`src/rtl/lcr_pkg.sv`:
```
// Shared definitions for the register negate unit.
// Assumes the opcode field is one byte and sits above two register fields.
package lcr_pkg;
    localparam logic [7:0] OPC_NEGATE = 8'h13;

    typedef enum logic [1:0] {
        CC_ZERO = 2'd0,
        CC_NEG  = 2'd1,
        CC_POS  = 2'd2,
        CC_OVF  = 2'd3
    } cc_e;
endpackage

```
`src/rtl/lcr_decode.sv`:
```
// Splits the instruction word into opcode, target and source fields.
// Assumes the layout opcode | target | source, from MSB to LSB.
module lcr_decode #(
    parameter int AW = 4,
    localparam int IW = 8 + 2 * AW
) (
    input  logic [IW-1:0] word,
    output logic          is_negate,
    output logic [AW-1:0] tgt_idx,
    output logic [AW-1:0] src_idx
);
    // Field extraction and opcode match
    always_comb begin
        is_negate = (word[IW-1 -: 8] == lcr_pkg::OPC_NEGATE);
        tgt_idx   = word[2*AW-1 -: AW];
        src_idx   = word[AW-1:0];
    end
endmodule

```
`src/rtl/lcr_regfile.sv`:
```
// General register file: one write port and two combinational read ports.
// Assumes the caller resolves which agent owns the write port.
module lcr_regfile #(
    parameter int DW    = 32,
    parameter int NREGS = 16,
    localparam int AW   = $clog2(NREGS)
) (
    input  logic          clk,
    input  logic          rst_n,
    input  logic          we,
    input  logic [AW-1:0] waddr,
    input  logic [DW-1:0] wdata,
    input  logic [AW-1:0] raddr_a,
    output logic [DW-1:0] rdata_a,
    input  logic [AW-1:0] raddr_b,
    output logic [DW-1:0] rdata_b
);
    logic [DW-1:0] regs [NREGS];

    for (genvar g = 0; g < NREGS; g++) begin : g_reg
        // One storage word: cleared by reset, loaded when addressed
        always_ff @(posedge clk) begin
            if (!rst_n)
                regs[g] <= '0;
            else if (we && (waddr == AW'(g)))
                regs[g] <= wdata;
        end
    end

    // Read ports
    always_comb begin
        rdata_a = regs[raddr_a];
        rdata_b = regs[raddr_b];
    end
endmodule

```
`src/rtl/lcr_negate.sv`:
```
// Two's-complement negation with condition-code classification.
// Assumes the result wraps on the most negative input, which it flags.
module lcr_negate #(
    parameter int DW = 32
) (
    input  logic          [DW-1:0] operand,
    output logic          [DW-1:0] result,
    output logic                   overflow,
    output lcr_pkg::cc_e           cc
);
    localparam logic [DW-1:0] MOST_NEG = {1'b1, {(DW-1){1'b0}}};

    // Negate and classify the result
    always_comb begin
        result   = ~operand + DW'(1);
        overflow = (operand == MOST_NEG);
        if (overflow)
            cc = lcr_pkg::CC_OVF;
        else if (result == '0)
            cc = lcr_pkg::CC_ZERO;
        else if (result[DW-1])
            cc = lcr_pkg::CC_NEG;
        else
            cc = lcr_pkg::CC_POS;
    end
endmodule

```
`src/rtl/lcr_exec_unit.sv`:
```
// Top of the register negate unit: decode, register file, negate and flags.
// Executes in one clock. An instruction owns the write port; the debug port
// writes only when no instruction is strobed. Reset is synchronous, active low.
module lcr_exec_unit #(
    parameter int DW    = 32,
    parameter int NREGS = 16,
    localparam int AW   = $clog2(NREGS),
    localparam int IW   = 8 + 2 * AW
) (
    input  logic          clk,
    input  logic          rst_n,
    input  logic          instr_valid,
    input  logic [IW-1:0] instr_word,
    input  logic          pm_ovf_en,
    input  logic          dbg_we,
    input  logic [AW-1:0] dbg_addr,
    input  logic [DW-1:0] dbg_wdata,
    output logic [DW-1:0] dbg_rdata,
    output logic [1:0]    cond_code,
    output logic          ovf_exc,
    output logic          illegal_op
);
    import lcr_pkg::*;

    logic          is_negate;
    logic [AW-1:0] tgt_idx;
    logic [AW-1:0] src_idx;
    logic [DW-1:0] src_value;
    logic [DW-1:0] neg_value;
    logic          neg_ovf;
    cc_e           neg_cc;
    cc_e           cc_q;
    logic          exec;
    logic          wr_en;
    logic [AW-1:0] wr_addr;
    logic [DW-1:0] wr_data;

    lcr_decode #(.AW(AW)) u_decode (
        .word      (instr_word),
        .is_negate (is_negate),
        .tgt_idx   (tgt_idx),
        .src_idx   (src_idx)
    );

    lcr_regfile #(.DW(DW), .NREGS(NREGS)) u_regs (
        .clk     (clk),
        .rst_n   (rst_n),
        .we      (wr_en),
        .waddr   (wr_addr),
        .wdata   (wr_data),
        .raddr_a (src_idx),
        .rdata_a (src_value),
        .raddr_b (dbg_addr),
        .rdata_b (dbg_rdata)
    );

    lcr_negate #(.DW(DW)) u_neg (
        .operand  (src_value),
        .result   (neg_value),
        .overflow (neg_ovf),
        .cc       (neg_cc)
    );

    // Write-port arbitration: the instruction wins, debug only when idle
    always_comb begin
        exec    = instr_valid && is_negate;
        wr_en   = exec || (dbg_we && !instr_valid);
        wr_addr = exec ? tgt_idx   : dbg_addr;
        wr_data = exec ? neg_value : dbg_wdata;
    end

    // Condition code and one-cycle status pulses
    always_ff @(posedge clk) begin
        if (!rst_n) begin
            cc_q       <= CC_ZERO;
            ovf_exc    <= 1'b0;
            illegal_op <= 1'b0;
        end else begin
            ovf_exc    <= exec && neg_ovf && pm_ovf_en;
            illegal_op <= instr_valid && !is_negate;
            if (exec)
                cc_q <= neg_cc;
        end
    end

    assign cond_code = cc_q;
endmodule

```
`config.mk`:
```
export PLATFORM = sky130hd
export DESIGN_NAME = lcr_exec_unit
export DESIGN_NICKNAME = d
export VERILOG_FILES = /design/src/rtl/lcr_pkg.sv /design/src/rtl/lcr_decode.sv /design/src/rtl/lcr_regfile.sv /design/src/rtl/lcr_negate.sv /design/src/rtl/lcr_exec_unit.sv
export SDC_FILE = /design/constraint.sdc
export NUM_CORES = 1
export LEC_CHECK = 0
export BUFFER_PORTS_ARGS = -buffer_cell sky130_fd_sc_hd__buf_2
export CAP_MARGIN = 20
export CORE_ASPECT_RATIO = 1.75
export CORE_MARGIN = 5
export CORE_UTILIZATION = 53
export DETAILED_ROUTE_END_ITERATION = 16
export PLACE_DENSITY = 0.75
export SYNTH_ARGS = -nofsm -noshare
export SYNTH_HDL_FRONTEND = slang
export SYNTH_SLANG_ARGS = --single-unit
export TNS_END_PERCENT = 30
```
`constraint.sdc`:
```
create_clock -name clk -period 7.4 [get_ports clk]
set_input_delay 1.48 -clock clk [delete_from_list [all_inputs] [get_ports clk]]
set_output_delay 1.48 -clock clk [all_outputs]
set_load 0.03 [all_outputs]
```
# Yosys cells after proc, flatten, opt, wreduce, memory -nomap -nowiden
# Memories as Yosys holds them, arrays and structs flattened.
# Cells that the tools add are included.
dict set report totals {
  register_bits 4
  ramBits 512
  output_inout_bits 36
  mem_count 1
}
# memory depth word_bits read_ports rd_ports_with_merged_regs wr line
set memory_table {}
lappend memory_table {u_regs.regs 16 32 2 0 16 lcr_regfile.sv:18} ;# logic [DW-1:0] regs [NREGS];
dict set report op_classes {
  add_sub_neg 1
  n_eq_ne 17
  mux 70
  bitwise 17
  n_reduce_logical 26
}
# cell n
set ops {}
lappend ops {{2-to-1 mux 32 bit} 17}
lappend ops {{2-to-1 mux 1 bit} 49}
lappend ops {{adder 32 x 1 -> 32 bit (second input constant)} 1}
lappend ops {{equality test 32 bit (second input constant)} 1}
lappend ops {{equality test 4 bit (second input constant)} 8}
lappend ops {{logical NOT 32 bit} 1}
lappend ops {{inverter 32 bit} 1}
lappend ops {{logical AND 1 bit} 21}
lappend ops {{equality test 4 x 3 -> 1 bit (second input constant)} 4}
lappend ops {{OR 1 bit} 16}
lappend ops {{equality test 4 x 2 -> 1 bit (second input constant)} 2}
lappend ops {{equality test 8 x 5 -> 1 bit (second input constant)} 1}
lappend ops {{2-to-1 mux 2 bit} 3}
lappend ops {{equality test 4 x 1 -> 1 bit (second input constant)} 1}
lappend ops {{logical NOT 4 bit} 1}
lappend ops {{2-to-1 mux 4 bit} 1}
lappend ops {{logical NOT 1 bit} 2}
lappend ops {{logical OR 1 bit} 1}

# Logic depth before layout (Yosys ltp)
# Gate-level depths: netlist (run 1).
dict set report logic_depth {
  ltp_word 9
  mapped_depth 16
}

# Modules after synthesis
# From an unflattened synthesis (run 1), not the netlist that was laid out.
dict set report unflattened {
  hier_cells 1907
  area_unflattened_um2 28254.6
}
# mod instances cells_each area_each_um2 seq_area_each_um2
set by_module_without_submodules {}
lappend by_module_without_submodules {lcr_regfile 1 1693 26538.0 15374.7}
lappend by_module_without_submodules {lcr_negate 1 145 979.7 0.0}
lappend by_module_without_submodules {lcr_exec_unit 1 58 656.9 80.1}
lappend by_module_without_submodules {lcr_decode 1 11 80.1 0.0}

# Worst setup path before layout (run 1)
# No wires, ideal clock.
dict set report synth_path {
  path_kind {in2reg}
  from {input port instr_word[13]}
  to {memory u_regs.regs[4][0] (enable)}
  setup_ns 0.466
  arrival_time_ns 5.151
  setup_slack_ns 1.783
  stages 8
  cell_sequence {nor4b_1 nand4_1 inv_1 nand2_1 clkbuf_1 buf_1 o31a_1 o21ai_0}
}
# item line
set synth_lines {}
lappend synth_lines {{from (decl)} lcr_exec_unit.sv:13} ;# input logic [IW-1:0] instr_word,
lappend synth_lines {{to (decl)} lcr_regfile.sv:18}

==> impl_metrics.yaml, run 1 <==
critical_path:
  critPathKind: "in2reg"
  rr_endpoint: "u_regs.regs[14][17]"
  ff2ff_setup_slack_ps: 3110
  endpoint_kind: "flop"
  cpLargestDelayFamily: "simple AND/OR/NAND/NOR gates"
  worstRegToRegCells: 10
  crit_slowest_cell: "mux2i_2"
  worstPathArrival_ps: 5930
  crit_fanout: 49
  cp_cell_sequence: "buf_4 > nor2b_1 > a22o_1 > a221oi_1 > and3_1 > and4b_1 > nand2_1 > a21oi_1 > xnor2_1 > mux2i_2 > nor2_1"
  start_kind: "input port"
  cp_num_buf_inv: 1
  crit_path_max_incr_delay_ps: 640
  r2r-start: "u_regs.regs[10][13]"
  cp_data_required_time_ps: 7680
  crit_start: "instr_word[1]"
global_route:
  grt_pass1_wl_mm: 127
  grt_pass1_vias: 19300
  grt_usage_pct: 31.2
  antenna_found_initial: 2
  grt_max_degree: 72
  gr-total-overflow: 0
timing:
  hold_viol: 0
  slew_violations: 0
  period_share_pct: 76.4
  rsz0062_at_grt: "false"
  finalSetupTns_ps: 0
  setup_slack_ps: 1750
  setup_violations: 0
  finClkSkew_ps: 33.0
  fmax_mhz: 177
  period_minus_slack_ps: 5650
  tightest_slew_ps: 1190
  relSlewSlack_pct: 20.3
synthesis:
  dominantRegCellSynth: "edfxtp_1"
  synth_nets: 1908
  ys_async_sr_fraction_pct: 0
  synth.distinct_cells: 66
  synth-edff-count: 512
  syn-cell-area_um2: 27200
  yosys_warnings: 0
  synth_cells: 1850
  avgSynthCellArea_um2: 14.7
  ys_ff_latch: 516
  ys_seq_area_share_pct: 56.9
worst_hold_path:
  hold_depth: 2
  hold_class: "reg2reg"
  hold_end: "cond_code[0]"
  hp-start: "cond_code[0]"
finish:
  nFillCells: 3692
  layout_common_cells: "nor2_1 (547), edfxtp_1 (512), mux4_2 (287)"
  layout.nets: 1960
  final_common_cell: "nor2_1"
  layout-drive-gt1-share_pct: 30.2
  fin_area_um2: 30300
  area_growth_pct: 11.4
placed_design:
  dpl.hpwl_mm: 51.2
  port_buffers: 92
  dpl_worst_slack_ps: 882
  placedInstanceArea_um2: 28600
  gp_congestion: 0.882
floorplan:
  die_w_um: 181
  coreArea_um2: 50600
  die_y_um: 309
  ios: 93
  dieArea_um2: 56100
  rows: 109
  start_util_pct: 53.7
route:
  wl_mm: 88.9
  vias: 18900
  drtIter0Drc: 3174
  drtPass1Iterations: 7
  wire_per_inst_um: 34.1
  post-route-drc-count: 0
  antenna_left: 0
  via_per_inst: 7.25
clock_network:
  cts_resized: 0
  cts_made_buffers: 45
  clk_pin_slew_ps: 70
  clock-sinks: 516
  cts_root_buf: "clkbuf_16"
  htree_levels: 2
  cts_setup_buffers: 0
  cts_buffer_depth: 3
  cts_hold_buf: 0
  cts_tree: "done"
  clk_latency_ps: 580
power:
  power_density_nw_per_um2: 228
  p_leak_nw: 10.4
  ir_drop_mv: 0.163
outcome:
  status: "complete, no violations"
flow_run:
  cap_violations: 0
-- registers in the layout (all words and copies together), names as in the netlist --
name         cells
illegal_op       1
cond_code        2
u_regs.regs    512
ovf_exc          1
-- Yosys cell counts, types with 2 or more instances --
library cell,number,share of area (%)
and3_1,4,0.092
clkbuf_1,104,1.4
mux2i_4,3,0.25
o31a_1,3,0.097
nor4_1,6,0.14
and2_1,5,0.12
a22oi_1,28,0.77
buf_2,24,0.44
buf_1,20,0.28
dfxtp_1,4,0.29
a41oi_1,2,0.064
a221oi_2,5,0.28
nor3_1,6,0.11
nand2b_1,4,0.092
nor2_1,547,7.6
a21oi_2,2,0.064
a221oi_1,7,0.23
inv_1,8,0.11
nor4b_1,2,0.064
a211oi_1,3,0.083
mux4_2,287,24
o21ai_0,28,0.52
buf_6,13,0.54
a221o_1,2,0.074
a22o_1,9,0.29
edfxtp_1,512,57
nor3b_1,2,0.055
or3_1,3,0.069
and4b_1,3,0.11
xor2_1,13,0.42
o21a_1,4,0.11
nor2b_1,9,0.21
nand2_1,50,0.69
nand4_1,10,0.23
mux2i_1,32,1.2
xnor2_1,19,0.61
nand3b_1,3,0.083
buf_4,8,0.22
mux2_2,2,0.083
a21oi_1,16,0.29
nand3_1,13,0.24
-- layout make-up --
class,count,area (µm²),area share [%]
Tap cell,666,833,2.75
Timing Repair Buffer,176,1350,4.46
Inverter,8,30.0,0.0993
Multi-Input combinational cell,1155,11100,36.7
Antenna cell,1,2.50,0.00827
Clock inverter,25,269,0.889
Clock buffer,57,1210,4.01
Sequential cell,516,15500,51.1
-- layer usage --
metal	track usage [%]	vias to the layer above	share of wire, %
met5	0	-	0.026
met4	21.5	4	8.6
li1	-	7254	-
met1	37.0	9368	30
met2	51.4	1765	49
met3	6.43	499	13
-- through the flow --
| step | utilization [%] | cells | power, mW | hold WS, ps |
|---|---|---|---|---|
| CTS | 59.4 | 2585 | 6.88 | 524 |
| global placement | 56.1 | 2494 | 4.46 | 491 |
| detailed placement | 56.5 | 2503 | 4.50 | 507 |
| global route | 59.8 | 2603 | 7.07 | 571 |
| finish | 59.8 | 2604 | 6.90 | 526 |
| floorplan | - | 1850 | 4.16 | 675 |
-- how the worst max path moves through the flow --
stage,to,cells after the start
after floorplan,u_regs.regs[4][0],8
after global placement,u_regs.regs[12][27],12
after detailed placement,u_regs.regs[12][27],12
after global routing,u_regs.regs[5][29],12
after CTS,u_regs.regs[12][27],12
final,u_regs.regs[14][17],11
-- where the power goes --
| part | internal, mW | leakage, nW | switching (mW) |
|---|---|---|---|
| Clock | 1.35 | 0.714 | 1.09 |
| Sequential | 3.37 | 4.91 | 0.0865 |
| Combinational | 0.416 | 4.81 | 0.592 |
-- worst register-to-register path, delay by kind of cell (launching register included) --
kind	cells	cell delay (ps)
DFF	1	410
xor gates and xnor gates	1	190
and+or+nand+nor	4	1070
muxes	2	1120
AOI/OAI and AO/OA	3	1240
-- kinds of logic (layout without fill, tap and decap cells) --
| group | count (synthesis) | in the layout | share of synthesized area, % |
|---|---|---|---|
| fa+ha+maj | 1 | 1 | 0.0461 |
| flops | 516 | 516 | 56.9 |
| mux | 325 | 325 | 25.4 |
| other cells | 0 | 1 | 0 |
| simple gates | 682 | 682 | 10.4 |
| xor+xnor | 32 | 32 | 1.03 |
| compound gates | 115 | 115 | 3.14 |
| buf+inv | 179 | 266 | 3.10 |
Power figures use the tool's default switching activity.
==> inputs of run 2 (changes only) <==
Settings changed: PLACE_DENSITY 0.75 to 0.77.
Clock period 7.4 ns to 4.8 ns, I/O delays scaled along.
==> run 2 against run 1 <==
  * Worst hold slack better by 17 ps
  * Core utilization up 1.5 points
  * Via count grew 1.0%
  * Critical endpoint is now cond_code[1]
  * Die area unchanged
  * Register-to-register slack got worse by 2400 ps
  * Sequential power increased by 54%
  * Critical path type unchanged
  * Global-route usage up 0.59 points
  * Design area is 2.5% higher
  * Routed wire length grew 0.71%
==> impl_metrics.yaml, run 2 (synthesized netlist as in run 1, its figures left out) <==
global_route:
  grt_max_degree: 52
  grt_pass1_vias: 19800
  antenna_found_initial: 2
  grt_usage_pct: 31.8
  grt_pass1_wl_mm: 130
  gr-total-overflow: 0
critical_path:
  cp_common_cell: "buf_4"
  start_kind: "input port"
  worstRegToRegCells: 12
  cp_data_required_time_ps: 5220
  endpoint_kind: "flop"
  crit_path_max_incr_delay_ps: 490
  critPathKind: "in2reg"
  crit_slowest_cell: "nor4_1"
  cp_cell_sequence: "buf_4 > buf_4 > mux4_2 > a22oi_1 > nand2_1 > or3_1 > nor4_4 > buf_4 > nand2_1 > xor2_1 > buf_4 > nand2_1 > nor4_1 > a31oi_1"
  crit_fanout: 32
  r2r-start: "u_regs.regs[8][6]"
  cp_num_buf_inv: 4
  ff2ff_setup_slack_ps: 720
  rr_endpoint: "cond_code[1]"
  worstPathArrival_ps: 5000
  cpLargestDelayFamily: "simple AND/OR/NAND/NOR gates"
power:
  fin_total_pwr_mw: 10.8
  power_density_nw_per_um2: 348
  ir_drop_mv: 0.314
  p_leak_nw: 10.9
route:
  drtIter0Drc: 3262
  post-route-drc-count: 0
  antenna_left: 0
  wire_per_inst_um: 33.4
  drtPass1Iterations: 5
  via_per_inst: 7.13
  vias: 19100
  wl_mm: 89.5
timing:
  hold_viol: 0
  rsz0062_at_grt: "false"
  period_share_pct: 95.5
  fmax_mhz: 218
  finalSetupTns_ps: 0
  relSlewSlack_pct: 37.5
  slew_violations: 0
  period_minus_slack_ps: 4580
  setup_violations: 0
  finClkSkew_ps: 26.3
  tightest_slew_ps: 936
finish:
  area_growth_pct: 14.1
  fin_area_um2: 31000
  largest_reg_flops: 512
  fin_cells: 2676
  ff_latch_area_um2: 15500
  regMostFlops: "u_regs.regs"
  finalCoreUtilization_pct: 61.3
  nFillCells: 3568
  multiInputGateArea_um2: 11100
  final_common_cell: "nor2_1"
  layout-drive-gt1-share_pct: 32.8
  antenna_cells: 0
  layout.nets: 2035
  layout_common_cells: "nor2_1 (547), edfxtp_1 (512), mux4_2 (287)"
placed_design:
  dpl.hpwl_mm: 53.2
  placedInstanceArea_um2: 29500
  gp_congestion: 0.924
  dp_cells: 2595
  port_buffers: 92
clock_network:
  clock-sinks: 516
  cts_made_buffers: 45
  cts_root_buf: "clkbuf_16"
  clk_latency_ps: 580
  cts_hold_buf: 0
  cts_tree: "done"
  cts_setup_buffers: 0
  htree_levels: 2
  cts_resized: 0
  cts_buffer_depth: 3
  clk_pin_slew_ps: 60
flow_run:
  cap_violations: 0
floorplan:
  rows: 109
  coreArea_um2: 50600
  die_w_um: 181
  ios: 93
  dieArea_um2: 56100
  start_util_pct: 53.7
  die_y_um: 309
worst_hold_path:
  hp-start: "cond_code[0]"
  hold_depth: 2
  hold_class: "reg2reg"
  hold_end: "cond_code[0]"
outcome:
  status: "complete, no violations"
## run 2: cell types whose count changed in the layout (fill, tap and decap cells not counted), moves of 3 or more
cell and change:
buf_4 +59, buf_16 -3, buf_12 +18, nand2_1 +4, nand2_2 -4, clkinv_1 -4
## run 2: layer usage
layer / GRT usage (%) / vias up / part of all wire, %
met3: 6.60 / 481 / 13
met2: 51.7 / 1782 / 48
met4: 21.4 / 4 / 9.0
met5: 0 / - / 0.038
met1: 38.6 / 9401 / 30
li1: - / 7411 / -
## run 2: report_power, final
| group | total, mW | leakage (nW) | switching [mW] | internal (mW) |
|---|---|---|---|---|
| Combinational | 1.65 | 5.22 | 0.931 | 0.715 |
| Sequential | 5.34 | 4.91 | 0.136 | 5.20 |
| Clock | 3.81 | 0.726 | 1.66 | 2.15 |
## run 2: how the worst max path moves through the flow
| stage | from | to | slack (ps) | cells past startpoint |
|---|---|---|---|---|
| after detailed placement | instr_word[1] | cond_code[1] | -100 | 12 |
| after global routing | instr_word[0] | cond_code[1] | 160 | 16 |
| after CTS | instr_word[1] | cond_code[1] | 460 | 12 |
| final | instr_word[1] | cond_code[1] | 220 | 14 |
| after floorplan | instr_word[13] | u_regs.regs[4][0] | -300 | 8 |
| after global placement | instr_word[1] | cond_code[1] | -30 | 12 |
## run 2: cell type report
class	count	share of cell area, %
clock buffers	55	3.82
clock inverters	25	1.06
inverters	8	0.0969
multi-input cells	1155	35.8
flip-flops and latches	516	49.9
well taps	666	2.69
repair buffers	251	6.69
## run 2: worst reg2reg max path, stage by stage (launching register included)
cell	delay (ps)
edfxtp_1	420
mux4_2	480
a22oi_1	250
nand2_1	210
or3_1	470
nor4_4	460
buf_4	320
nand2_1	180
xor2_1	270
buf_4	170
nand2_1	50
nor4_1	490
a31oi_1	160
## run 2: per-stage QoR
step / worst slack (ps) / hold WS [ps]
4_1_cts: 464 / 539
2_1_floorplan: -297 / 675
3_3_place_gp: -30.2 / 546
6_report: 218 / 543
5_1_grt: 161 / 615
3_5_place_dp: -102 / 524
